**config.mk**
```make
export PLATFORM = sky130hd
export DESIGN_NAME = tag_readout_core
export DESIGN_NICKNAME = d
export VERILOG_FILES = /design/src/rtl/tag_pkg.sv /design/src/rtl/tag_bit_timer.sv /design/src/rtl/tag_addr_ctr.sv /design/src/rtl/tag_rom_sel.sv /design/src/rtl/tag_manch_enc.sv /design/src/rtl/tag_readout_core.sv
export SDC_FILE = /design/constraint.sdc
export NUM_CORES = 1
export LEC_CHECK = 0
export BUFFER_PORTS_ARGS = -buffer_cell sky130_fd_sc_hd__buf_2
export CORE_MARGIN = 1
export CORE_UTILIZATION = 57
export CTS_BUF_LIST = sky130_fd_sc_hd__clkbuf_4 sky130_fd_sc_hd__clkbuf_8
export CTS_CLUSTER_DIAMETER = 200
export DETAILED_ROUTE_END_ITERATION = 10
export PLACE_DENSITY = 0.78
export SETUP_SLACK_MARGIN = 0.4
export SYNTH_ARGS = -nofsm -noshare
export SYNTH_HDL_FRONTEND = slang
export SYNTH_HIERARCHICAL = 1
export SYNTH_SLANG_ARGS = --single-unit
```
**constraint.sdc**
```tcl
create_clock -name clk_i -period 2.1 [get_ports clk_i]
set_clock_uncertainty 0.05 [all_clocks]
set_input_delay 0 -clock clk_i [delete_from_list [all_inputs] [get_ports clk_i]]
set_output_delay 0 -clock clk_i [all_outputs]
set_load 0.02 [all_outputs]
```
**src/rtl/tag_pkg.sv**
```systemverilog
package tag_pkg;
  typedef enum logic {
    PER_LONG  = 1'b0,
    PER_SHORT = 1'b1
  } period_e;
endpackage

```
**src/rtl/tag_bit_timer.sv**
```systemverilog
module tag_bit_timer #(
  parameter int LONG_CYC  = 64,
  parameter int SHORT_CYC = 32
) (
  input  logic clk_i,
  input  logic rst_ni,
  input  logic run_i,
  input  tag_pkg::period_e per_i,
  output logic bit_start_o,
  output logic late_half_o,
  output logic bit_end_o
);
  localparam int CW = $clog2(LONG_CYC);
  localparam logic [CW-1:0] LONG_LAST  = CW'(LONG_CYC - 1);
  localparam logic [CW-1:0] SHORT_LAST = CW'(SHORT_CYC - 1);
  localparam logic [CW-1:0] LONG_HALF  = CW'(LONG_CYC / 2);
  localparam logic [CW-1:0] SHORT_HALF = CW'(SHORT_CYC / 2);

  logic [CW-1:0] cnt_q;
  logic [CW-1:0] last, half;

  always_comb begin
    if (per_i == tag_pkg::PER_SHORT) begin
      last = SHORT_LAST;
      half = SHORT_HALF;
    end else begin
      last = LONG_LAST;
      half = LONG_HALF;
    end
  end

  assign bit_end_o   = run_i && (cnt_q == last);
  assign bit_start_o = run_i && (cnt_q == '0);
  assign late_half_o = (cnt_q >= half);

  always_ff @(posedge clk_i or negedge rst_ni) begin
    if (!rst_ni)        cnt_q <= '0;
    else if (bit_end_o) cnt_q <= '0;
    else if (run_i)     cnt_q <= cnt_q + 1'b1;
  end
endmodule

```
**src/rtl/tag_addr_ctr.sv**
```systemverilog
module tag_addr_ctr #(
  parameter int NUM_BYTES = 16,
  parameter int BYTE_W    = 8
) (
  input  logic clk_i,
  input  logic rst_ni,
  input  logic step_i,
  output logic [$clog2(NUM_BYTES)-1:0] byte_o,
  output logic [$clog2(BYTE_W)-1:0]    slot_o
);
  localparam int BAW = $clog2(NUM_BYTES);
  localparam int SW  = $clog2(BYTE_W);
  localparam logic [BAW-1:0] BYTE_LAST = BAW'(NUM_BYTES - 1);
  localparam logic [SW-1:0]  SLOT_LAST = SW'(BYTE_W - 1);

  logic [BAW-1:0] byte_q;
  logic [SW-1:0]  slot_q;
  logic           slot_wrap;

  assign slot_wrap = (slot_q == SLOT_LAST);

  always_ff @(posedge clk_i or negedge rst_ni) begin
    if (!rst_ni) begin
      slot_q <= '0;
      byte_q <= '0;
    end else if (step_i) begin
      slot_q <= slot_wrap ? '0 : slot_q + 1'b1;
      if (slot_wrap) byte_q <= (byte_q == BYTE_LAST) ? '0 : byte_q + 1'b1;
    end
  end

  assign byte_o = byte_q;
  assign slot_o = slot_q;
endmodule

```
**src/rtl/tag_rom_sel.sv**
```systemverilog
module tag_rom_sel #(
  parameter int NUM_BYTES = 16,
  parameter int BYTE_W    = 8,
  parameter logic [NUM_BYTES*BYTE_W-1:0] ROM_INIT = '0
) (
  input  logic [$clog2(NUM_BYTES)-1:0] byte_i,
  input  logic [$clog2(BYTE_W)-1:0]    slot_i,
  output logic                         data_o
);
  localparam int TOTAL = NUM_BYTES * BYTE_W;
  localparam int IW    = $clog2(TOTAL);

  // send-order view: slot 0 of each byte is its MSB
  logic [TOTAL-1:0] seq;
  logic [IW-1:0]    idx;

  for (genvar b = 0; b < NUM_BYTES; b++) begin : g_byte
    for (genvar k = 0; k < BYTE_W; k++) begin : g_slot
      assign seq[b*BYTE_W + k] = ROM_INIT[b*BYTE_W + BYTE_W - 1 - k];
    end
  end

  assign idx    = IW'(byte_i) * IW'(BYTE_W) + IW'(slot_i);
  assign data_o = seq[idx];
endmodule

```
**src/rtl/tag_manch_enc.sv**
```systemverilog
module tag_manch_enc (
  input  logic en_i,
  input  logic data_i,
  input  logic late_half_i,
  output logic mod_o
);
  // 1 -> high then low, 0 -> low then high
  assign mod_o = en_i & (data_i ^ late_half_i);
endmodule

```
**src/rtl/tag_readout_core.sv**
```systemverilog
module tag_readout_core #(
  parameter int NUM_BYTES = 16,
  parameter int BYTE_W    = 8,
  parameter int LONG_CYC  = 64,
  parameter int SHORT_CYC = 32,
  parameter logic [NUM_BYTES*BYTE_W-1:0] ROM_INIT = 128'hC3A5_0F96_7E18_E7DB_2469_B1D0_5AF0_8C3E
) (
  input  logic clk_i,
  input  logic rst_ni,
  input  logic short_bit_i,
  output logic mod_o,
  output logic bit_start_o
);
  localparam int BAW = $clog2(NUM_BYTES);
  localparam int SW  = $clog2(BYTE_W);

  logic             run_q;
  tag_pkg::period_e mode_q;
  logic             late_half, bit_end, cur_bit;
  logic [BAW-1:0]   byte_idx;
  logic [SW-1:0]    slot_idx;

  // arm on first edge after reset; strap is latched only then
  always_ff @(posedge clk_i or negedge rst_ni) begin
    if (!rst_ni) begin
      run_q  <= 1'b0;
      mode_q <= tag_pkg::PER_LONG;
    end else if (!run_q) begin
      run_q  <= 1'b1;
      mode_q <= short_bit_i ? tag_pkg::PER_SHORT : tag_pkg::PER_LONG;
    end
  end

  tag_bit_timer #(.LONG_CYC(LONG_CYC), .SHORT_CYC(SHORT_CYC)) u_timer (
    .clk_i      (clk_i),
    .rst_ni     (rst_ni),
    .run_i      (run_q),
    .per_i      (mode_q),
    .bit_start_o(bit_start_o),
    .late_half_o(late_half),
    .bit_end_o  (bit_end)
  );

  tag_addr_ctr #(.NUM_BYTES(NUM_BYTES), .BYTE_W(BYTE_W)) u_addr (
    .clk_i (clk_i),
    .rst_ni(rst_ni),
    .step_i(bit_end),
    .byte_o(byte_idx),
    .slot_o(slot_idx)
  );

  tag_rom_sel #(.NUM_BYTES(NUM_BYTES), .BYTE_W(BYTE_W), .ROM_INIT(ROM_INIT)) u_rom (
    .byte_i(byte_idx),
    .slot_i(slot_idx),
    .data_o(cur_bit)
  );

  tag_manch_enc u_enc (
    .en_i       (run_q),
    .data_i     (cur_bit),
    .late_half_i(late_half),
    .mod_o      (mod_o)
  );
endmodule

```
=== Word-level counts from Yosys, hierarchy flattened ===
Memory sizes are Yosys's and may differ from the RTL's.
Cells that the tools add are included.

* Add/sub/neg operators: 4
* Order comparisons: 2
* Equality and inequality tests: 3
* Muxes and demuxes: 8
* Bitwise operators: 2
* Reduce and logical (&&, ||, !) cells: 5

{| class="wikitable"
|+ Operators with widths
! kind !! number
|-
| 6-bit 2-to-1 mux || 4
|-
| 7-bit by 8-bit less-than comparator with 1-bit output (second input constant) || 1
|-
| 7-bit by 3-bit adder with 7-bit output || 1
|-
| 6-bit by 1-bit adder with 6-bit output (second input constant) || 1
|-
| 6-bit == test || 1
|-
| 6-bit >= comparator || 1
|-
| 6-bit logical NOT || 1
|-
| 4-bit by 1-bit adder with 4-bit output (second input constant) || 1
|-
| 4-bit == test (second input constant) || 1
|-
| 4-bit 2-to-1 mux || 1
|-
| 3-bit by 1-bit adder with 3-bit output (second input constant) || 1
|-
| 3-bit == test (second input constant) || 1
|-
| 3-bit 2-to-1 mux || 1
|-
| 1-bit logical AND || 2
|-
| 1-bit 2-to-1 mux || 2
|-
| 2-bit AND reduction || 1
|-
| 2-bit nonzero test || 1
|-
| 1-bit AND || 1
|-
| 1-bit bitwise XOR || 1
|}

* Bits in registers: 15
* Memory bits (read-only): 128
* Word-level logic and storage cells: 30
* Memories kept: 1

{| class="wikitable"
|+ Memory list
! memory !! depth !! width !! read ports !! clocked after Yosys merged registers in !! wr ports !! RTL line !! text
|-
| (name not given) || 128 || 1 || 1 || 0 || 0 || tag_rom_sel.sv:24 || <nowiki>assign data_o = seq[idx];</nowiki>
|}

=== Depth between registers and ports, before layout ===
* Depth in word-level cells: 5
* Gate-level depth with buffers: 9
* Mapped depth without buffers: 9

=== Hierarchy ===
Netlist, hierarchy kept.

{| class="wikitable"
|+ Modules (own cells, without submodules)
! module !! instances !! cells each !! area each (um^2) !! seq. area each (um^2)
|-
| tag_rom_sel || 1 || 49 || 412.9 || 0.0
|-
| tag_bit_timer || 1 || 37 || 349.1 || 150.1
|-
| tag_addr_ctr || 1 || 25 || 324.1 || 175.2
|-
| tag_readout_core || 1 || 4 || 68.8 || 50.0
|-
| tag_manch_enc || 1 || 2 || 15.0 || 0.0
|}

=== Least setup slack after synthesis ===
Ideal clock, no wire load.

* Kind: register to output
* From: reg u_addr.slot_q[0] (netlist: u_addr/slot_o[0])
* To: out mod_o
* Data arrival time: 2,160 ps
* Slack: -110 ps
* Cell stages (with the launch flop): 9
* Path buffers: 0
* Cell sequence: dfrtp_1 > inv_1 > ha_1 > or4_1 > o2111ai_1 > o2111ai_1 > o31ai_1 > xor2_1 > and2_1

* Longest elaborated chain between the ends: 5

{| class="wikitable"
|+ Ends and longest elaborated chain
! item !! RTL line !! text
|-
| from (decl) || tag_addr_ctr.sv:17 || <nowiki>logic [SW-1:0] slot_q;</nowiki>
|-
| from (signal assigned) || tag_addr_ctr.sv:27 || <nowiki>slot_q <= slot_wrap ? '0 : slot_q + 1'b1;</nowiki>
|-
| 7-bit by 3-bit adder with 7-bit output || tag_rom_sel.sv:23 || <nowiki>assign idx = IW'(byte_i) * IW'(BYTE_W) + IW'(slot_i);</nowiki>
|-
| memory 128 x 1 bit || n/a ||
|-
| 1-bit 2-to-1 mux (not written as such) || tag_rom_sel.sv:24 ||
|-
| net cur_bit || tag_readout_core.sv:19 || <nowiki>logic late_half, bit_end, cur_bit;</nowiki>
|-
| 1-bit bitwise XOR || tag_manch_enc.sv:8 || <nowiki>assign mod_o = en_i & (data_i ^ late_half_i);</nowiki>
|-
| 1-bit AND || tag_manch_enc.sv:8 ||
|-
| to (decl) || tag_readout_core.sv:11 || <nowiki>output logic mod_o,</nowiki>
|}

The timed path passes the listed nets, and every way through them passes these cells. The select of a mux whose other input is x is not followed.

=== Worst setup path in the final report ===
Ends and elaborated chain as after synthesis.

==> flow_metrics.tcl <==
set metrics [dict create \
    wirelength_um 2635 \
    fillers 133 \
    cp-end-kind "output port" \
    timing.rr.end "u_addr/byte_o[0]" \
    grt_max_degree 16 \
    drive_above_1_share_pct 39.16 \
    final_area_sq_um 1520 \
    fp.dieW_um 47.31 \
    cts_made_buffers 3 \
    io_pins 5 \
    r2r-start "mode_q" \
    clk_pin_slew_ns 0.09 \
    violations "setup timing" \
    synth_cell_types 37 \
    grt_overflow_total 0 \
    placed_area_sq_um 1331 \
    startpoint_type "flip-flop" \
    leakagePower_nw 0.6773 \
    clock_latency_ns 0.29 \
    grt_usage_pct 25.74 \
    syn_area_sq_um 1170 \
    gp_congestion 0.8818 \
    rsz0062_at_grt "true" \
    vias 985 \
    status "finished with violations" \
    antenna_left 0 \
    synthFlopType "dfrtp_1" \
    synth_nets 135 \
    antenna_found_initial 0 \
    first_pass_iters 4 \
    regArea_sq_um 379.1 \
    drtIter0Drc 24 \
    root_buffer "clkbuf_4" \
    instances_no_fill 170 \
    synth_edf_count 0 \
    initial_core_util_pct 60.24 \
    yosys.area.top_type "dfrtp_1" \
    routedWlPerCell_um 15.50 \
    cts_tree "done" \
    port_buffers 4 \
    fin_ws_ns -0.4034 \
    hp-class "in -> async" \
    synth_area_leaders "dfrtp_1 (32%), ha_1 (16%), mux2_2 (5.8%)" \
    rrSetupSlack_ns 0.46 \
    yosysTopAreaCellShare_pct 32.09 \
    multi_input_area_sq_um 813.3 \
    fin_crit_sh_pct 119.2 \
    fin_util_pct 78.29 \
    diodes 0 \
    cts_sinks 15 \
    row_count 16 \
    synthCells 117 \
    cp.arrival_ns 2.45 \
    min_period_ns 2.503 \
    slew_viol_final 0 \
    mostFrequentLayoutCells "buf_4 (18), dfrtp_1 (12), nand2_1 (9)" \
    drcViolationCount 0 \
    die_h_um 47.31 \
    power.density_nw_per_um2 742.8 \
    async_flop_share_pct 100.0 \
    setup_viol_count_final 1 \
    cp_max_fo 4 \
    r2r_cells 7 \
    dp_slack_ns -0.1617 \
    critPathRequiredTime_ns 2.05 \
    ir_drop_uv 634.4 \
    ys_seq_elements 15 \
    die-area_sq_um 2238 \
    cts_max_path_buffers 2 \
    coreArea_sq_um 1942 \
    grt_pass1_wl_um 3877 \
    maxCapViolations 0 \
    numPlacedInstances 157 \
    first_global_vias 910 \
    avgSynthCellArea_sq_um 9.999 \
    viasPerCell 5.794 \
    yosysWarningCount 6 \
    hpwl_um 1835 \
    final_common_cell "buf_4" \
    hold_viol 0 \
    syn_to_final_growth_pct 29.95 \
    timing.fmax_ghz 0.3995 \
    path_class "reg -> out" \
    h-tree-depth 1 \
    ys_seq_area_share_pct 32.09 \
    nets 162 \
]
-- metrics by stage --
stage | hold WS [ns] | power [mW] | TNS [ns]
2_1_floorplan | -0.3456 | 0.6943 | 0
3_3_place_gp | -0.1270 | 0.8188 | -0.08274
3_5_place_dp | -0.1205 | 0.8436 | -0.1617
4_1_cts | 0.09598 | 1.101 | -0.4259
5_1_grt | 0.1355 | 1.213 | -0.5096
6_report | 0.09462 | 1.129 | -0.4034
-- how the worst max path moves through the flow --
stage | startpoint | endpoint | slack (ns)
after floorplan | u_addr/slot_o[1] | mod_o | 0.08
after global placement | u_addr/slot_o[0] | mod_o | -0.08
after detailed placement | u_addr/slot_o[1] | mod_o | -0.16
after CTS | u_addr/slot_o[0] | mod_o | -0.43
after global routing | u_addr/slot_o[0] | mod_o | -0.51
final | u_addr/slot_o[0] | mod_o | -0.40
-- worst max-delay path, cell delays in order (launching register included) --
cell       delay [ns]
dfrtp_2          0.46
inv_4            0.11
ha_4             0.15
inv_2            0.03
mux4_2           0.45
o22a_1           0.23
o2111ai_2        0.21
o31ai_2          0.10
xor2_1           0.15
and2_4           0.17
buf_6            0.12
-- cells in the mapped netlist (2+ instances only) --
cell	instances
mux2i_1	6
o211ai_1	4
mux2_2	6
inv_1	10
a32oi_1	2
o31ai_1	2
dfrtp_1	15
nand3_1	3
a21oi_1	3
xor2_1	2
a211oi_1	2
buf_2	2
o2111ai_1	2
nor2_1	5
ha_1	15
nand2_1	9
xnor2_1	5
o21ai_0	5
-- power breakdown --
| part | switching [mW] | internal, mW | total [mW] | leakage (nW) |
|---|---|---|---|---|
| registers | 0.0827 | 0.348 | 0.431 | 0.190 |
| logic | 0.235 | 0.282 | 0.517 | 0.469 |
| clock network | 0.0950 | 0.0867 | 0.182 | 0.0184 |
| total | 0.413 | 0.717 | 1.13 | 0.677 |
-- final cells by class --
cell class | instances | share of cell area, %
multi-input cells | 88 | 53.50
flip-flops and latches | 15 | 24.94
repair buffers | 26 | 14.57
inverters | 10 | 2.798
well taps | 27 | 2.222
clock buffers | 4 | 1.975
-- timing repair --
action / in CTS / in global routing
endpoints found under the setup margin: 1 / 8
hold buffers: 2 / 0
endpoints found under the hold margin: 16 / 0
resized for setup: 10 / 5
pin swaps: 3 / 2
buffers inserted: 4 / 3
-- cells by family (layout without fill, tap and decap cells) --
family,count (synthesis),count (layout),synth area share [%]
compound gates,26,26,15.94
simple gates,25,25,10.91
fa+ha+maj,15,15,16.04
flops,15,15,32.09
mux,14,14,14.12
buf+inv,14,40,5.348
xor+xnor,7,7,5.241
other cells,1,1,0.3205
-- layer usage --
metal	share of wire [%]	GRT usage, %
met1	45	32.29
met2	51	42.47
met3	2.4	4.231
met4	1.6	13.14
met5	0	0
-- flip-flops by register name (all words and copies together) (netlist names) --
| signal | cells |
|---|---|
| mode_q | 1 |
| run_q | 1 |
| u_addr/byte_o | 4 |
| u_addr/slot_o | 3 |
| u_timer/cnt_q | 6 |
(Power assumes the default switching activity.)
